<file path="config.mk">
export PLATFORM = sky130hd
export DESIGN_NAME = ord_barrier_unit
export DESIGN_NICKNAME = d
export VERILOG_FILES = /design/src/rtl/obu_pkg.sv /design/src/rtl/epoch_slot.sv /design/src/rtl/order_gate.sv /design/src/rtl/ord_barrier_unit.sv
export SDC_FILE = /design/constraint.sdc
export NUM_CORES = 1
export LEC_CHECK = 0
export BUFFER_PORTS_ARGS = -buffer_cell sky130_fd_sc_hd__buf_2
export CORE_AREA = 2 2 55 95
export CTS_CLUSTER_DIAMETER = 100
export DETAILED_ROUTE_END_ITERATION = 10
export DIE_AREA = 0 0 57 97
export GPL_ROUTABILITY_DRIVEN = 0
export PLACE_DENSITY = 0.8
export SLEW_MARGIN = 10
export SYNTH_ARGS = -nofsm -noshare
export SYNTH_HDL_FRONTEND = slang
export SYNTH_SLANG_ARGS = --single-unit
</file>
<file path="constraint.sdc">
create_clock -name clk -period 8 [get_ports clk]
set_clock_uncertainty 0.1 [all_clocks]
set_input_delay 1.6 -clock clk [delete_from_list [all_inputs] [get_ports clk]]
set_output_delay 1.6 -clock clk [all_outputs]
set_load 0.05 [all_outputs]
</file>
<file path="src/rtl/obu_pkg.sv">
// Package: shared encodings for the ordering barrier unit.
// Assumes: the mask bit index is (earlier class * 2 + later class), load = 0, store = 1.
package obu_pkg;
    typedef enum logic [1:0] {OP_LOAD = 2'd0, OP_STORE = 2'd1, OP_SYNC = 2'd2} op_kind_e;
    typedef enum logic [1:0] {BK_MASKED = 2'd0, BK_FULL = 2'd1, BK_WRITES = 2'd2} bar_kind_e;

    localparam int ORD_LL = 0;
    localparam int ORD_LS = 1;
    localparam int ORD_SL = 2;
    localparam int ORD_SS = 3;

    // Resolve a barrier kind to the effective four-bit ordering mask.
    function automatic logic [3:0] eff_mask(input logic [1:0] kind, input logic [3:0] m);
        case (kind)
            BK_FULL:   return 4'b1111;
            BK_WRITES: return 4'b1000;
            default:   return m;
        endcase
    endfunction
endpackage

</file>
<file path="src/rtl/epoch_slot.sv">
// Module: one epoch slot. It holds the outstanding load and store counts of one
// epoch and the ordering mask of the barrier that closed it.
// Assumes: the parent never increments a full counter and never decrements an empty one.
module epoch_slot #(
    parameter int CNT_W = 4
) (
    input  logic             clk,
    input  logic             rst_n,
    input  logic             ld_inc,
    input  logic             ld_dec,
    input  logic             st_inc,
    input  logic             st_dec,
    input  logic             mask_set,
    input  logic [3:0]       mask_in,
    output logic [CNT_W-1:0] ld_cnt,
    output logic [CNT_W-1:0] st_cnt,
    output logic [3:0]       mask
);
    localparam logic [CNT_W-1:0] CNT_MAX = {CNT_W{1'b1}};

    // Track outstanding loads of this epoch.
    always_ff @(posedge clk) begin
        if (!rst_n)                ld_cnt <= '0;
        else if (ld_inc && !ld_dec) ld_cnt <= ld_cnt + 1'b1;
        else if (ld_dec && !ld_inc) ld_cnt <= ld_cnt - 1'b1;
    end

    // Track outstanding stores of this epoch.
    always_ff @(posedge clk) begin
        if (!rst_n)                st_cnt <= '0;
        else if (st_inc && !st_dec) st_cnt <= st_cnt + 1'b1;
        else if (st_dec && !st_inc) st_cnt <= st_cnt - 1'b1;
    end

    // Capture the mask of the barrier that closes this epoch.
    always_ff @(posedge clk) begin
        if (!rst_n)        mask <= '0;
        else if (mask_set) mask <= mask_in;
    end

    assert_no_overflow_R10: assert property (@(posedge clk) disable iff (!rst_n)
        (ld_inc && !ld_dec) |-> (ld_cnt != CNT_MAX));
    assert_no_st_overflow_R10: assert property (@(posedge clk) disable iff (!rst_n)
        (st_inc && !st_dec) |-> (st_cnt != CNT_MAX));
    assert_no_underflow_R6: assert property (@(posedge clk) disable iff (!rst_n)
        (ld_dec && !ld_inc) |-> (ld_cnt != '0));
    assert_no_st_underflow_R6: assert property (@(posedge clk) disable iff (!rst_n)
        (st_dec && !st_inc) |-> (st_cnt != '0));
endmodule

</file>
<file path="src/rtl/order_gate.sv">
// Module: combinational blocking decision. It walks the pending barriers from
// oldest to youngest, accumulates which earlier classes are still outstanding,
// and blocks each later class that some barrier orders after them.
// Assumes: slots head .. head+nbar-1 (mod NSLOT) are closed by pending barriers.
module order_gate #(
    parameter int CNT_W   = 4,
    parameter int MAX_BAR = 2,
    parameter int NSLOT   = MAX_BAR + 1,
    parameter int TAG_W   = 2,
    parameter int NB_W    = 2
) (
    input  logic [TAG_W-1:0]            head,
    input  logic [NB_W-1:0]             nbar,
    input  logic [NSLOT-1:0][CNT_W-1:0] ld_cnt,
    input  logic [NSLOT-1:0][CNT_W-1:0] st_cnt,
    input  logic [NSLOT-1:0][3:0]       mask,
    output logic                        blk_ld,
    output logic                        blk_st
);
    import obu_pkg::*;

    // Accumulate earlier outstanding classes and apply each pending mask.
    always_comb begin
        logic any_ld;
        logic any_st;
        any_ld = 1'b0;
        any_st = 1'b0;
        blk_ld = 1'b0;
        blk_st = 1'b0;
        for (int i = 0; i < MAX_BAR; i++) begin
            int idx;
            idx = (int'(head) + i) % NSLOT;
            if (i < int'(nbar)) begin
                any_ld = any_ld | (ld_cnt[idx] != '0);
                any_st = any_st | (st_cnt[idx] != '0);
                if ((mask[idx][ORD_LL] && any_ld) || (mask[idx][ORD_SL] && any_st)) blk_ld = 1'b1;
                if ((mask[idx][ORD_LS] && any_ld) || (mask[idx][ORD_SS] && any_st)) blk_st = 1'b1;
            end
        end
    end
endmodule

</file>
<file path="src/rtl/ord_barrier_unit.sv">
// Module: top of the memory ordering barrier unit. It owns the ring of epoch
// slots, the barrier window (head, count), the sync state and the allow outputs.
// Assumes: callers issue only when allowed, offer barriers only when ready and
// return every completion once, with its issue tag.
module ord_barrier_unit #(
    parameter int CNT_W   = 4,
    parameter int MAX_BAR = 2,
    localparam int NSLOT  = MAX_BAR + 1,
    localparam int TAG_W  = $clog2(NSLOT),
    localparam int NB_W   = $clog2(MAX_BAR + 1)
) (
    input  logic             clk,
    input  logic             rst_n,
    input  logic             iss_valid,
    input  logic [1:0]       iss_kind,
    output logic [TAG_W-1:0] iss_tag,
    input  logic             bar_valid,
    input  logic [1:0]       bar_kind,
    input  logic [3:0]       bar_mask,
    output logic             bar_ready,
    input  logic             ld_done,
    input  logic [TAG_W-1:0] ld_done_tag,
    input  logic             st_done,
    input  logic [TAG_W-1:0] st_done_tag,
    input  logic             sync_done,
    output logic             ld_allow,
    output logic             st_allow,
    output logic             sync_allow
);
    import obu_pkg::*;

    localparam logic [CNT_W-1:0] CNT_MAX  = {CNT_W{1'b1}};
    localparam logic [NB_W-1:0]  NB_LIMIT = NB_W'(MAX_BAR);

    logic [TAG_W-1:0]            head;
    logic [NB_W-1:0]             nbar;
    logic                        sync_busy;
    logic [TAG_W-1:0]            open_slot;
    logic [NSLOT-1:0][CNT_W-1:0] ld_cnt;
    logic [NSLOT-1:0][CNT_W-1:0] st_cnt;
    logic [NSLOT-1:0][3:0]       slot_mask;
    logic                        blk_ld;
    logic                        blk_st;
    logic                        retire;
    logic                        bar_take;
    logic                        all_idle;
    logic                        iss_ld;
    logic                        iss_st;
    logic                        iss_sy;

    // Add an offset to a slot index, wrapping over the ring.
    function automatic logic [TAG_W-1:0] ring_add(input logic [TAG_W-1:0] a, input int b);
        return TAG_W'((int'(a) + b) % NSLOT);
    endfunction

    // Decode issue kind and the barrier handshake.
    always_comb begin
        iss_ld   = iss_valid && (iss_kind == OP_LOAD);
        iss_st   = iss_valid && (iss_kind == OP_STORE);
        iss_sy   = iss_valid && (iss_kind == OP_SYNC);
        bar_take = bar_valid && bar_ready;
    end

    // Locate the open epoch and decide whether the oldest barrier can be reclaimed.
    always_comb begin
        open_slot = ring_add(head, int'(nbar));
        retire    = (nbar != '0) && (ld_cnt[head] == '0) && (st_cnt[head] == '0);
        all_idle  = 1'b1;
        for (int k = 0; k < NSLOT; k++)
            if (ld_cnt[k] != '0 || st_cnt[k] != '0) all_idle = 1'b0;
    end

    // One counter slot per epoch in the ring.
    for (genvar s = 0; s < NSLOT; s++) begin : g_slot
        epoch_slot #(.CNT_W(CNT_W)) u_slot (
            .clk      (clk),
            .rst_n    (rst_n),
            .ld_inc   (iss_ld && (open_slot == TAG_W'(s))),
            .ld_dec   (ld_done && (ld_done_tag == TAG_W'(s))),
            .st_inc   (iss_st && (open_slot == TAG_W'(s))),
            .st_dec   (st_done && (st_done_tag == TAG_W'(s))),
            .mask_set (bar_take && (open_slot == TAG_W'(s))),
            .mask_in  (eff_mask(bar_kind, bar_mask)),
            .ld_cnt   (ld_cnt[s]),
            .st_cnt   (st_cnt[s]),
            .mask     (slot_mask[s])
        );
    end

    order_gate #(
        .CNT_W(CNT_W), .MAX_BAR(MAX_BAR), .NSLOT(NSLOT), .TAG_W(TAG_W), .NB_W(NB_W)
    ) u_gate (
        .head   (head),
        .nbar   (nbar),
        .ld_cnt (ld_cnt),
        .st_cnt (st_cnt),
        .mask   (slot_mask),
        .blk_ld (blk_ld),
        .blk_st (blk_st)
    );

    // Advance the barrier window: push on accept, pop the oldest on reclaim.
    always_ff @(posedge clk) begin
        if (!rst_n) begin
            head <= '0;
            nbar <= '0;
        end else begin
            if (retire) head <= ring_add(head, 1);
            if (bar_take && !retire)      nbar <= nbar + 1'b1;
            else if (retire && !bar_take) nbar <= nbar - 1'b1;
        end
    end

    // Hold the weak-ordering sync state from issue until completion.
    always_ff @(posedge clk) begin
        if (!rst_n)         sync_busy <= 1'b0;
        else if (iss_sy)    sync_busy <= 1'b1;
        else if (sync_done) sync_busy <= 1'b0;
    end

    // Drive the issue permissions from registered state only.
    always_comb begin
        iss_tag    = open_slot;
        bar_ready  = (nbar != NB_LIMIT);
        ld_allow   = !sync_busy && !blk_ld && (ld_cnt[open_slot] != CNT_MAX);
        st_allow   = !sync_busy && !blk_st && (st_cnt[open_slot] != CNT_MAX);
        sync_allow = !sync_busy && all_idle;
    end

    assert_load_gate_R2: assert property (@(posedge clk) disable iff (!rst_n)
        iss_ld |-> ld_allow);
    assert_store_gate_R2: assert property (@(posedge clk) disable iff (!rst_n)
        iss_st |-> st_allow);
    assert_sync_gate_R8: assert property (@(posedge clk) disable iff (!rst_n)
        iss_sy |-> sync_allow);
    assert_sync_alone_R8: assert property (@(posedge clk) disable iff (!rst_n)
        sync_busy |-> all_idle);
    assert_bar_accept_R7: assert property (@(posedge clk) disable iff (!rst_n)
        bar_valid |-> bar_ready);
    assert_window_bound_R7: assert property (@(posedge clk) disable iff (!rst_n)
        nbar <= NB_LIMIT);
endmodule

</file>
==> results by group <==
Outcome
  – Status: finished, final reports clean

Floorplanning
  – Io pins: 25
  – Die height: 97 um
  – Die area: 5529 um2
  – Core area: 4707 um2
  – Die width: 57 um
  – Row count: 33
  – Initial Util: 63.74%

Clock tree
  – Clk root buf: clkbuf_8
  – CTS tree: built
  – Post-CTS resize count: 0
  – Clock latency on the worst-skew pair: 0.30 ns
  – Post-CTS Setup Repair Bufs: 0
  – H-Tree Level Count: 2
  – Clock transition at the registers of the reported paths: 0.08 ns
  – CTS max path bufs: 2
  – # hold bufs at CTS: 0
  – Sink Count: 41
  – Cts bufs inserted: 5

Detailed routing
  – First-pass iteration count of the detailed router: 4
  – Vias: 2654
  – Uppermost layer routed: met4
  – Iteration-0 DRC Markers: 97
  – Antenna-violating nets left: 0
  – Met2 routed WL: 3574 um
  – Met1 Wirelength: 2733 um
  – Total routed wirelength: 6724 um
  – Wire per inst: 15.67 um
  – # DRC: 0
  – WL met3: 252 um
  – Vias per Instance: 6.186

Timing
  – Setup WS post-layout: 3.061 ns
  – Final Cycle Share: 61.73%
  – Hold Fails Final Rpt: 0
  – Max-slew violation count: 0
  – Fmax: 202.5 MHz
  – Final setup fails: 0
  – Fin crit period: 4.939 ns
  – Max_slew headroom: 61.58%
  – Worst Max-Slew Pin Slew: 0.5710 ns
  – Total negative slack: 0 ns
  – RSZ-0062 raised after global routing: no

Setup path
  – Crit path kind: flop to primary output
  – Crit-path max FO: 8
  – Worst reg-to-reg setup slack: 3.81 ns
  – Crit path arrival time: 3.24 ns
  – CP Launch Type: flop
  – Worst Path Required: 6.30 ns
  – CP Capture Type: primary output
  – Reg2reg end: g_slot[0].u_slot.st_cnt[3]$_SDFFE_PN0P_
  – R2R depth: 16
  – Worst R2R Start: head[0]$_SDFFE_PN0P_

Pwr
  – Final Total Pwr: 1.310 mW
  – Sw Ratio: 49.57%
  – LEAKAGE: 1.389 nW
  – Seq pwr share: 26.5%
  – Clk pwr share: 10.3%
  – Pwr Density: 405.1 nW/um2
  – Logic pwr share: 63.2%
  – Peak supply drop: 0.0003438 V
  – Int Pwr: 660.5 uW
  – NetSw: 649.2 uW

Place
  – Pre-CTS setup slack: 3.427 ns
  – DP Area: 3151 um2
  – Port buffer count: 24
  – DP HPWL: 5236 um

Synth
  – Post-Synth Simple-Gate Area: 23.85%
  – Seq/Total Area, Yosys: 27.36%
  – Primary FF master, synth: dfxtp_1
  – Cell Area, Synth: 3000 um2
  – Post-synth cell types: 56
  – EDFF count, synth: 0
  – Adder-cell share of the synthesized area: 15.93%
  – Syn_area_per_cell: 8.548 um2
  – Synth Area in XOR/XNOR: 5.838%
  – Synth Area in Compound Gates: 17.47%
  – Post-synth top area share: 27.36%
  – Yosys warnings: 0
  – Synth Instances: 351
  – Synth area leaders: dfxtp_1, ha_1, mux2i_1, nor2_1, fa_1
  – Mux share of post-synthesis cell area: 6.005%
  – Syn nets: 404
  – Yosys top cell by area: dfxtp_1
  – Largest family of logic cells by synthesized area: simple AND/OR/NAND/NOR gates
  – Ys async rst share: 0%
  – #FFs+latches synth: 41

GRT
  – Grt ovf: 0
  – All-Layer GR Usage: 25.27%
  – First-pass GRT wire length: 11440 um
  – Initial antenna violation count: 0
  – Largest net degree at the start of global routing: 37
  – Vias in the first global route: 2669

Finish
  – Final instance area: 3233 um2
  – Multi-input gate area: 2073 um2
  – Antenna Cells: 0
  – Layout cells sized above 1: 14.06%
  – Final #Nets: 429
  – Fillers: 390
  – Sequential cell area: 820.8 um2
  – Area growth, synth to finish: 7.756%

Worst hold path
  – Hold worst-path end: g_slot[0].u_slot.mask[3]$_SDFFE_PN0P_
  – Hold path cells: 2
  – Hold WC Path Type: flop to flop
  – Critical hold path startpoint: g_slot[0].u_slot.mask[3]$_SDFFE_PN0P_

Flow run
  – Max-Cap Viols: 0
layout by cell type (no fill, tap or decap), types with 12 or more instances in the layout:
cell     synthesis  final
nor2_1          46     46
dfxtp_1         41     41
nand2_1         28     28
a21oi_1         27     27
ha_1            27     27
buf_2            0     24
mux2i_1         18     18
o21ai_0         18     18
inv_1           15     15
xnor2_1         13     13
or3_1           12     12
power by group through the flow:
| stage | clock network, mW | logic (mW) | registers, mW |
|---|---|---|---|
| 2_1_floorplan | 0 | 0.683 | 0.326 |
| 3_3_place_gp | 0 | 0.798 | 0.347 |
| 3_5_place_dp | 0 | 0.821 | 0.351 |
| 4_1_cts | 0.136 | 0.826 | 0.346 |
| 5_1_grt | 0.142 | 0.921 | 0.357 |
| 6_report | 0.135 | 0.828 | 0.346 |
synthesized netlist by cell type, drive strengths merged (2+ instances only):
cell / n
clkbuf: 3
o21ai: 18
xnor2: 13
ha: 27
nor4: 4
inv: 16
a21oi: 28
buf: 3
a221oi: 2
or2: 3
nor3: 2
nor2: 47
o211ai: 4
fa: 7
xor2: 7
or4: 5
a31oi: 3
a211oi: 3
nand2: 28
dfxtp: 41
nor2b: 6
o22ai: 2
a32oi: 2
or3: 12
nand3b: 8
a311oi: 6
and3: 6
or3b: 3
mux2i: 18
o21a: 2
and2: 3
nand2b: 2
a21o: 7
layer usage:
| layer | vias to the layer above | track usage (%) |
|---|---|---|
| met5 | - | 0 |
| met3 | 15 | 4.011 |
| met4 | 0 | 10.20 |
| met2 | 61 | 46.77 |
| met1 | 1273 | 27.36 |
| li1 | 1305 | - |
worst max-delay path, stage by stage, from the launching register on:
cell and delay (ns):
dfxtp_1 0.47, ha_1 0.21, fa_1 0.47, nor2b_1 0.17, ha_1 0.22, or2_1 0.30, a31o_2 0.29, and3_2 0.22
o22ai_1 0.16, and3_1 0.18, buf_2 0.25
flip-flops by register name, summed over array words and instances (netlist names):
name                  flops
g_slot.u_slot.st_cnt     12
nbar                      2
sync_busy                 1
g_slot.u_slot.mask       12
g_slot.u_slot.ld_cnt     12
head                      2
area by class of cell:
cell class	instances	share of cell area [%]
well taps	52	2.012
flip-flops and latches	41	25.39
clock buffers	6	2.245
repair buffers	25	3.947
multi-input cells	286	64.13
inverters	17	1.974
clock inverters	2	0.3096
worst max-delay path by stage:
stage | startpoint | end | slack, ns
after floorplan | head[0]$_SDFFE_PN0P_ | ld_allow | 3.50
after global placement | head[0]$_SDFFE_PN0P_ | st_allow | 3.46
after detailed placement | head[0]$_SDFFE_PN0P_ | ld_allow | 3.43
after CTS | head[0]$_SDFFE_PN0P_ | ld_allow | 3.09
after global routing | head[0]$_SDFFE_PN0P_ | st_allow | 2.93
final | head[0]$_SDFFE_PN0P_ | ld_allow | 3.06
kinds of logic after synthesis:
group                    count (synthesis)
buffers and inverters                   24
flip-flops                              41
AND/OR/NAND/NOR                        133
XOR/XNOR                                20
adder cells (fa/ha/maj)                 34
multiplexers                            18
AO/OA/AOI/OAI                           81
stage by stage:
step	hold slack, ns	std cells	util [%]
floorplan	0.3480	351	-
global placement	0.3720	421	66.93
detailed placement	0.3771	421	66.93
CTS	0.3882	429	68.69
global route	0.4111	429	68.69
finish	0.3848	429	68.69
Power figures use the tool's default switching activity.
